$ cat src/rtl/hbr_pkg.sv
package hbr_pkg;

    localparam int DATA_W = 32;
    localparam int ADDR_W = 16;
    localparam int IDX_W  = 4;

    typedef enum logic [2:0] {
        RG_NONE,
        RG_XLAT,
        RG_IMAP,
        RG_PCTL,
        RG_RCTL
    } region_e;

    typedef struct packed {
        region_e            region;
        logic [IDX_W-1:0]   idx;
    } decode_t;

    localparam logic [ADDR_W-1:0] XLAT_BASE = 16'h0200;
    localparam logic [ADDR_W-1:0] IMAP_BASE = 16'h0C00;
    localparam logic [ADDR_W-1:0] PCTL_BASE = 16'h2000;
    localparam logic [ADDR_W-1:0] RCTL_LO   = 16'hF020;
    localparam logic [ADDR_W-1:0] RCTL_HI   = 16'hF027;

    // Reset word kept as bits 31:27 only; index 4 is bit 31, index 0 is bit 27.
    localparam int RC_W = 5;
    localparam logic [RC_W-1:0] RC_CLR_ON_ONE = 5'b10011;
    localparam logic [RC_W-1:0] RC_SET_ON_ONE = 5'b01100;
    localparam logic [RC_W-1:0] RC_POR_VALUE  = 5'b10000;
    localparam int RC_SOFT_POR = 3;
    localparam int RC_SOFT_XIR = 2;

    function automatic logic [DATA_W-2:0] imap_fixed(input int k);
        return 31'(32'h7C0 | (32'(k) << 2));
    endfunction

    function automatic logic [RC_W-1:0] rc_apply(input logic [RC_W-1:0] cur,
                                                 input logic [RC_W-1:0] wv);
        return (cur & ~(wv & RC_CLR_ON_ONE)) | (wv & RC_SET_ON_ONE);
    endfunction

endpackage

$ cat src/rtl/hbr_decode.sv
module hbr_decode
    import hbr_pkg::*;
#(
    parameter int XLAT_N = 3,
    parameter int PCTL_N = 12,
    parameter int IMAP_N = 8
) (
    input  logic [ADDR_W-1:0] addr,
    output decode_t           dec
);
    localparam logic [ADDR_W-1:0] XLAT_END = XLAT_BASE + ADDR_W'(4 * XLAT_N);
    localparam logic [ADDR_W-1:0] IMAP_END = IMAP_BASE + ADDR_W'(8 * IMAP_N);
    localparam logic [ADDR_W-1:0] PCTL_END = PCTL_BASE + ADDR_W'(4 * PCTL_N);

    logic [ADDR_W-1:0] off_x;
    logic [ADDR_W-1:0] off_i;
    logic [ADDR_W-1:0] off_p;

    always_comb begin
        off_x = addr - XLAT_BASE;
        off_i = addr - IMAP_BASE;
        off_p = addr - PCTL_BASE;
        dec.region = RG_NONE;
        dec.idx    = '0;
        if (addr >= XLAT_BASE && addr < XLAT_END) begin
            dec.region = RG_XLAT;
            dec.idx    = off_x[IDX_W+1:2];
        end else if (addr >= IMAP_BASE && addr < IMAP_END && addr[2]) begin
            dec.region = RG_IMAP;
            dec.idx    = off_i[IDX_W+2:3];
        end else if (addr >= PCTL_BASE && addr < PCTL_END) begin
            dec.region = RG_PCTL;
            dec.idx    = off_p[IDX_W+1:2];
        end else if (addr >= RCTL_LO && addr <= RCTL_HI && addr[2]) begin
            dec.region = RG_RCTL;
        end
    end
endmodule

$ cat src/rtl/hbr_wordbank.sv
module hbr_wordbank
    import hbr_pkg::*;
#(
    parameter int N = 4
) (
    input  logic              clk,
    input  logic              cold_rst,
    input  logic              we,
    input  logic [IDX_W-1:0]  idx,
    input  logic [DATA_W-1:0] wdata,
    output logic [DATA_W-1:0] rdata
);
    logic [DATA_W-1:0] word_q [N];

    for (genvar k = 0; k < N; k++) begin : g_word
        always_ff @(posedge clk) begin
            if (cold_rst) begin
                word_q[k] <= '0;
            end else if (we && idx == IDX_W'(k)) begin
                word_q[k] <= wdata;
            end
        end
    end

    always_comb begin
        rdata = '0;
        for (int k = 0; k < N; k++) begin
            if (idx == IDX_W'(k)) rdata = word_q[k];
        end
    end
endmodule

$ cat src/rtl/hbr_irqmap.sv
module hbr_irqmap
    import hbr_pkg::*;
#(
    parameter int N = 8
) (
    input  logic              clk,
    input  logic              cold_rst,
    input  logic              rst,
    input  logic              we,
    input  logic [IDX_W-1:0]  idx,
    input  logic              wen_bit,
    output logic [DATA_W-1:0] rdata,
    output logic [N-1:0]      en_o
);
    logic [N-1:0] en_q;

    for (genvar k = 0; k < N; k++) begin : g_map
        always_ff @(posedge clk) begin
            if (cold_rst || rst) begin
                en_q[k] <= 1'b0;
            end else if (we && idx == IDX_W'(k)) begin
                en_q[k] <= wen_bit;
            end
        end
    end

    always_comb begin
        rdata = '0;
        for (int k = 0; k < N; k++) begin
            if (idx == IDX_W'(k)) rdata = {en_q[k], imap_fixed(k)};
        end
    end

    assign en_o = en_q;
endmodule

$ cat src/rtl/hbr_rstctl.sv
module hbr_rstctl
    import hbr_pkg::*;
#(
    parameter int CNT_W = 4
) (
    input  logic             clk,
    input  logic             cold_rst,
    input  logic             rst,
    input  logic             we,
    input  logic [RC_W-1:0]  wbits,
    output logic [RC_W-1:0]  ctl_o,
    output logic [CNT_W-1:0] cnt_o,
    output logic             req_o,
    output logic             first_o
);
    localparam logic [CNT_W-1:0] CNT_MAX = {CNT_W{1'b1}};

    logic [RC_W-1:0]  ctl_q;
    logic [CNT_W-1:0] cnt_q;
    logic             req_q;

    always_ff @(posedge clk) begin
        if (cold_rst) begin
            ctl_q <= RC_POR_VALUE;
            cnt_q <= CNT_W'(1);
            req_q <= 1'b0;
        end else if (rst) begin
            if (cnt_q == '0) ctl_q <= RC_POR_VALUE;
            if (cnt_q != CNT_MAX) cnt_q <= cnt_q + CNT_W'(1);
            req_q <= 1'b0;
        end else if (we) begin
            ctl_q <= rc_apply(ctl_q, wbits);
            req_q <= wbits[RC_SOFT_POR] | wbits[RC_SOFT_XIR];
            if (wbits[RC_SOFT_POR]) cnt_q <= '0;
        end else begin
            req_q <= 1'b0;
        end
    end

    assign ctl_o   = ctl_q;
    assign cnt_o   = cnt_q;
    assign req_o   = req_q;
    assign first_o = (cnt_q == CNT_W'(1));
endmodule

$ cat src/rtl/hbr_ctl_regs.sv
module hbr_ctl_regs
    import hbr_pkg::*;
#(
    parameter int XLAT_N = 3,
    parameter int PCTL_N = 12,
    parameter int IMAP_N = 8,
    parameter int CNT_W  = 4
) (
    input  logic              clk,
    input  logic              cold_rst,
    input  logic              rst,
    input  logic [ADDR_W-1:0] bus_addr,
    input  logic              bus_we,
    input  logic [DATA_W-1:0] bus_wdata,
    output logic [DATA_W-1:0] bus_rdata,
    output logic              sys_reset_req,
    output logic              first_reset
);
    decode_t           dec;
    logic [DATA_W-1:0] xlat_rd;
    logic [DATA_W-1:0] pctl_rd;
    logic [DATA_W-1:0] imap_rd;
    logic [IMAP_N-1:0] imap_en;
    logic [RC_W-1:0]   rc_ctl;
    logic [CNT_W-1:0]  rc_cnt;
    logic              xlat_we;
    logic              pctl_we;
    logic              imap_we;
    logic              rctl_we;

    hbr_decode #(.XLAT_N(XLAT_N), .PCTL_N(PCTL_N), .IMAP_N(IMAP_N)) u_dec (
        .addr (bus_addr),
        .dec  (dec)
    );

    assign xlat_we = bus_we && (dec.region == RG_XLAT);
    assign pctl_we = bus_we && (dec.region == RG_PCTL);
    assign imap_we = bus_we && (dec.region == RG_IMAP);
    assign rctl_we = bus_we && (dec.region == RG_RCTL);

    hbr_wordbank #(.N(XLAT_N)) u_xlat (
        .clk      (clk),
        .cold_rst (cold_rst),
        .we       (xlat_we),
        .idx      (dec.idx),
        .wdata    (bus_wdata),
        .rdata    (xlat_rd)
    );

    hbr_wordbank #(.N(PCTL_N)) u_pctl (
        .clk      (clk),
        .cold_rst (cold_rst),
        .we       (pctl_we),
        .idx      (dec.idx),
        .wdata    (bus_wdata),
        .rdata    (pctl_rd)
    );

    hbr_irqmap #(.N(IMAP_N)) u_imap (
        .clk      (clk),
        .cold_rst (cold_rst),
        .rst      (rst),
        .we       (imap_we),
        .idx      (dec.idx),
        .wen_bit  (bus_wdata[DATA_W-1]),
        .rdata    (imap_rd),
        .en_o     (imap_en)
    );

    hbr_rstctl #(.CNT_W(CNT_W)) u_rctl (
        .clk      (clk),
        .cold_rst (cold_rst),
        .rst      (rst),
        .we       (rctl_we),
        .wbits    (bus_wdata[DATA_W-1:DATA_W-RC_W]),
        .ctl_o    (rc_ctl),
        .cnt_o    (rc_cnt),
        .req_o    (sys_reset_req),
        .first_o  (first_reset)
    );

    always_comb begin
        unique case (dec.region)
            RG_XLAT: bus_rdata = xlat_rd;
            RG_PCTL: bus_rdata = pctl_rd;
            RG_IMAP: bus_rdata = imap_rd;
            RG_RCTL: bus_rdata = {rc_ctl, {(DATA_W-RC_W){1'b0}}};
            default: bus_rdata = '0;
        endcase
    end
endmodule

$ cat config.mk
export PLATFORM = sky130hd
export DESIGN_NAME = hbr_ctl_regs
export DESIGN_NICKNAME = d
export VERILOG_FILES = /design/src/rtl/hbr_pkg.sv /design/src/rtl/hbr_decode.sv /design/src/rtl/hbr_wordbank.sv /design/src/rtl/hbr_irqmap.sv /design/src/rtl/hbr_rstctl.sv /design/src/rtl/hbr_ctl_regs.sv
export SDC_FILE = /design/constraint.sdc
export NUM_CORES = 1
export LEC_CHECK = 0
export BUFFER_PORTS_ARGS = -buffer_cell sky130_fd_sc_hd__buf_2
export CAP_MARGIN = 20
export CORE_AREA = 2 2 275 195
export DETAILED_ROUTE_END_ITERATION = 8
export DIE_AREA = 0 0 277 197
export SLEW_MARGIN = 15
export SYNTH_ARGS = -nofsm -noshare
export SYNTH_HDL_FRONTEND = slang
export SYNTH_SLANG_ARGS = --single-unit
$ cat constraint.sdc
create_clock -name clk -period 5.1 [get_ports clk]
set_input_delay 1.02 -clock clk [delete_from_list [all_inputs] [get_ports clk]]
set_output_delay 1.02 -clock clk [all_outputs]
set_load 0.05 [all_outputs]
==> summary.txt <==
Outcome
  • Status: completed

Synth
  • Asr flop ratio synth: 0
  • Top_reg_cell synth: edfxtp_1
  • Mapped Avg Cell Area: 12.6 µm²
  • Post-Syn Area: 23100 µm²
  • Register area share after synthesis: 0.638
  • Yosys warns: 0
  • #FFs+latches synth: 498
  • EDFF count, synth: 480
  • Count of cell types in the netlist: 85
  • Mapped Nets: 1888
  • Mapped Cells: 1833

Clocking
  • Clock-pin slew on the worst setup and hold paths: 0.06 ns
  • CTS sink count: 498
  • Root buf cell: clkbuf_16
  • Clock latency on the worst-skew pair: 0.60 ns
  • Clk buf depth: 3
  • CTS H-tree depth: 2
  • Total CTS buffers: 50
  • CTS tree: done

Layout
  • FILL cells: 4394
  • Layout cell share with drive strength beyond 1: 0.183
  • Final nets: 1999
  • Final Core Density: 0.523
  • Area of the multi-input gates: 7940 µm²
  • Area Overhead vs Synth: 17.1%
  • Sequential cell area: 14800 µm²
  • Fin cells: 2671

Timing
  • RSZ-0062 raised after global routing: no
  • Least-Margin Pin Slew: 0.842 ns
  • Final slew viol count: 0
  • Fmax: 0.199 GHz
  • Clk_skew: 0.0231 ns
  • Relative slew slack: 0.439
  • Hold Vio Cnt, Final: 0
  • Crit path time final: 5.03 ns
  • Final setup TNS: 0 ns
  • Setup violations, final: 0
  • Period Utilization, post-route: 0.987

Setup path
  • CP startpoint kind: input port
  • R2R Path Start: u_rctl.cnt_o[0]$_SDFFE_PP1P_
  • Setup Crit Path Kind: input port to primary output
  • Reg2Reg Depth: 5
  • Worst EP required: 4.08 ns
  • Worst flop-to-flop path endpoint: u_rctl.cnt_o[3]$_SDFFE_PP0P_
  • CP Capture Type: primary output
  • Critical path buffer and inverter count: 4
  • Setup slack, reg-to-reg: 3.61 ns
  • Cell breakdown of the critical path: buf_2, or4_4, nor3_4, buf_4, nand2_2, a21boi_4, buf_12, a222oi_1, nand4_1, a221oi_1, o41ai_2, buf_12
  • Crit Path Max Fanout: 19
  • CP delay by family, top: simple AND/OR/NAND/NOR gates
  • Slowest Stage Delay on Critical Path: 0.66 ns
  • CP arrival: 4.01 ns
  • CP dominant cell by count: buf_12
  • Max stage delay cell, worst path: o41ai_2

Power
  • Peak supply drop: 0.251 mV
  • Power Density: 317 nW/µm²
  • Pleak: 9.60 nW

Route
  • Vias: 16000
  • First-pass DRT Iterations: 8
  • Remaining routing DRC violations: 0
  • Via density: 5.99
  • Final wirelength: 73000 µm
  • DR iter-0 viols: 2082
  • Routed wire per std cell: 27.3 µm
  • Post-DRT Antenna Nets: 0

Hold path
  • Worst Hold End: u_rctl.ctl_o[1]$_SDFFE_PP0P_
  • Worst hold path depth: 2
  • Tightest Hold Check Type: flip-flop to flip-flop
  • Hold path start: u_rctl.ctl_o[1]$_SDFFE_PP0P_

Die
  • Io pins: 86
  • Core Rows: 70
  • Die Wd: 277 µm
  • Starting Density: 0.446
  • DIE AREA: 54600 µm²
  • Core ar.: 51800 µm²
  • Chip Height: 197 µm

Placed design
  • IO buf count: 83
  • HPWL Detailed: 46100 µm
  • DP Cell Count: 2575
  • Placer Congestion: 0.912

GRT
  • Overall routing resource usage: 0.268
  • Largest net degree at the start of global routing: 35
  • First-pass GRT wire length: 107000 µm
  • GRT overflow: 0
  • Antenna violations before repair: 3
  • Vias in the first global route: 15500

Job
  • Max Cap Violations: 0
-- Yosys cell counts, types with 4 or more instances --
library cell    n  share of area
a221oi_2        4         0.0026
buf_2          29         0.0063
nor3_1         14         0.0030
o21a_1         18         0.0058
o21ai_0        42         0.0091
edfxtp_1      480           0.62
nor2b_1         5         0.0014
mux2i_1         4         0.0017
dfxtp_1        18          0.016
buf_4          11         0.0036
a221o_1        11         0.0048
o22ai_1        16         0.0043
o211ai_1        4         0.0013
a32o_1          5         0.0022
nand3_1        32         0.0069
nor4_1          4         0.0011
a221oi_1       44          0.017
inv_1           9         0.0015
o221ai_1       16         0.0061
nor2_2         10         0.0027
nor3b_1         4         0.0013
and3_1          9         0.0024
buf_6           6         0.0029
a22oi_1        42          0.014
a22o_1         35          0.013
a21oi_1        70          0.015
nand2_1        99          0.016
clkbuf_1      108          0.018
nor2_1         40         0.0065
o21ai_1         6         0.0013
o21bai_1       15         0.0049
nand4_1        16         0.0043
and2_1        486           0.13
a211oi_1       10         0.0032
a211o_1        11         0.0042
a222oi_1       18         0.0078
-- cell type report --
| type | count | share of cell area |
|---|---|---|
| flip-flops and latches | 498 | 0.545 |
| multi-input cells | 1167 | 0.293 |
| repair buffers | 216 | 0.0730 |
| clock buffers | 66 | 0.0484 |
| well taps | 684 | 0.0316 |
| clock inverters | 27 | 0.00743 |
| inverters | 11 | 0.00166 |
| diodes | 2 | 0.000185 |
-- flip-flops by register name, indices dropped and copies added, names as in the netlist --
| name | flops |
|---|---|
| u_imap.en_o | 8 |
| u_pctl.word_q | 384 |
| u_rctl.cnt_o | 4 |
| u_rctl.ctl_o | 5 |
| u_rctl.req_o | 1 |
| u_xlat.word_q | 96 |
-- placed cells by master (no fill, tap or decap), types with 9 or more instances in the layout --
cell / synthesis / layout
clkbuf_16: 0 / 50
dfxtp_1: 18 / 18
a22oi_1: 42 / 41
nand2_1: 99 / 99
nand4_1: 16 / 16
a211o_1: 11 / 11
a221oi_1: 44 / 43
inv_1: 9 / 9
buf_2: 29 / 67
nor2_2: 10 / 12
o221ai_1: 16 / 16
a22o_1: 35 / 34
clkinv_2: 0 / 9
nor3_1: 14 / 11
and3_1: 9 / 9
a222oi_1: 18 / 18
a221o_1: 11 / 11
edfxtp_1: 480 / 480
a211oi_1: 10 / 10
o21a_1: 18 / 18
nor2_1: 40 / 38
o22ai_1: 16 / 16
nand3_1: 32 / 32
and2_1: 486 / 484
o21bai_4: 0 / 15
a21oi_1: 70 / 68
buf_4: 11 / 107
clkinv_1: 2 / 14
buf_12: 0 / 42
clkbuf_1: 108 / 16
o21ai_0: 42 / 41
-- stage by stage --
step	setup WS, ns	area [µm²]	power (mW)	hold slack (ns)
3_5_place_dp	0.00966	25500	5.17	0.428
4_1_cts	0.0393	27100	8.62	0.440
2_1_floorplan	0.137	23200	4.97	0.411
6_report	0.0653	27100	8.59	0.441
3_3_place_gp	0.0103	25500	5.15	0.420
5_1_grt	0.00567	27100	8.81	0.463
-- per-layer routing --
metal | global-route usage | wire (µm) | vias up
li1 | - | - | 7075
met4 | 0.0606 | 1570 | 2
met3 | 0.0422 | 6320 | 89
met2 | 0.421 | 33100 | 776
met5 | 0 | 13 | -
met1 | 0.394 | 32000 | 8070
-- worst max path at each step --
stage	cells after the start	startpoint	slack, ns	end
6_report	12	bus_addr[14]	0.07	bus_rdata[27]
5_1_grt	13	bus_addr[14]	0.006	bus_rdata[2]
4_1_cts	11	bus_addr[8]	0.04	bus_rdata[24]
3_5_place_dp	11	bus_addr[8]	0.01	bus_rdata[29]
3_3_place_gp	11	bus_addr[4]	0.01	bus_rdata[29]
2_1_floorplan	12	bus_addr[5]	0.14	bus_rdata[5]
-- power by group --
part / switching (mW) / internal, mW / total, mW
Combinational: 0.264 / 0.0899 / 0.354
Clock: 1.59 / 1.92 / 3.51
Sequential: 0.0603 / 4.67 / 4.73
-- cell families (layout without fill, tap and decap cells) --
| group | Yosys count | after routing | synth area share |
|---|---|---|---|
| simple gates | 752 | 752 | 0.192 |
| flops | 498 | 498 | 0.638 |
| xor+xnor | 2 | 2 | 0.000757 |
| fa+ha+maj | 3 | 3 | 0.00162 |
| mux | 4 | 4 | 0.00173 |
| compound gates | 406 | 406 | 0.133 |
| other cells | 0 | 2 | 0 |
| buf+inv | 168 | 320 | 0.0325 |
-- what timing repair did --
| item | CTS | global route |
|---|---|---|
| resized for setup | 1 | 12 |
| setup buffers | 0 | 1 |
| pin swaps | 0 | 2 |
| hold buffers | 0 | 0 |
| setup endpoints to repair | 1 | 15 |
-- worst reg2reg max path, cell delays in order, from the launching register on --
cell and delay, ns:
dfxtp_1 0.34, ha_1 0.22, a31oi_1 0.42, nand4_1 0.17, xor2_1 0.16, nor3_1 0.12
(Power assumes the default switching activity.)
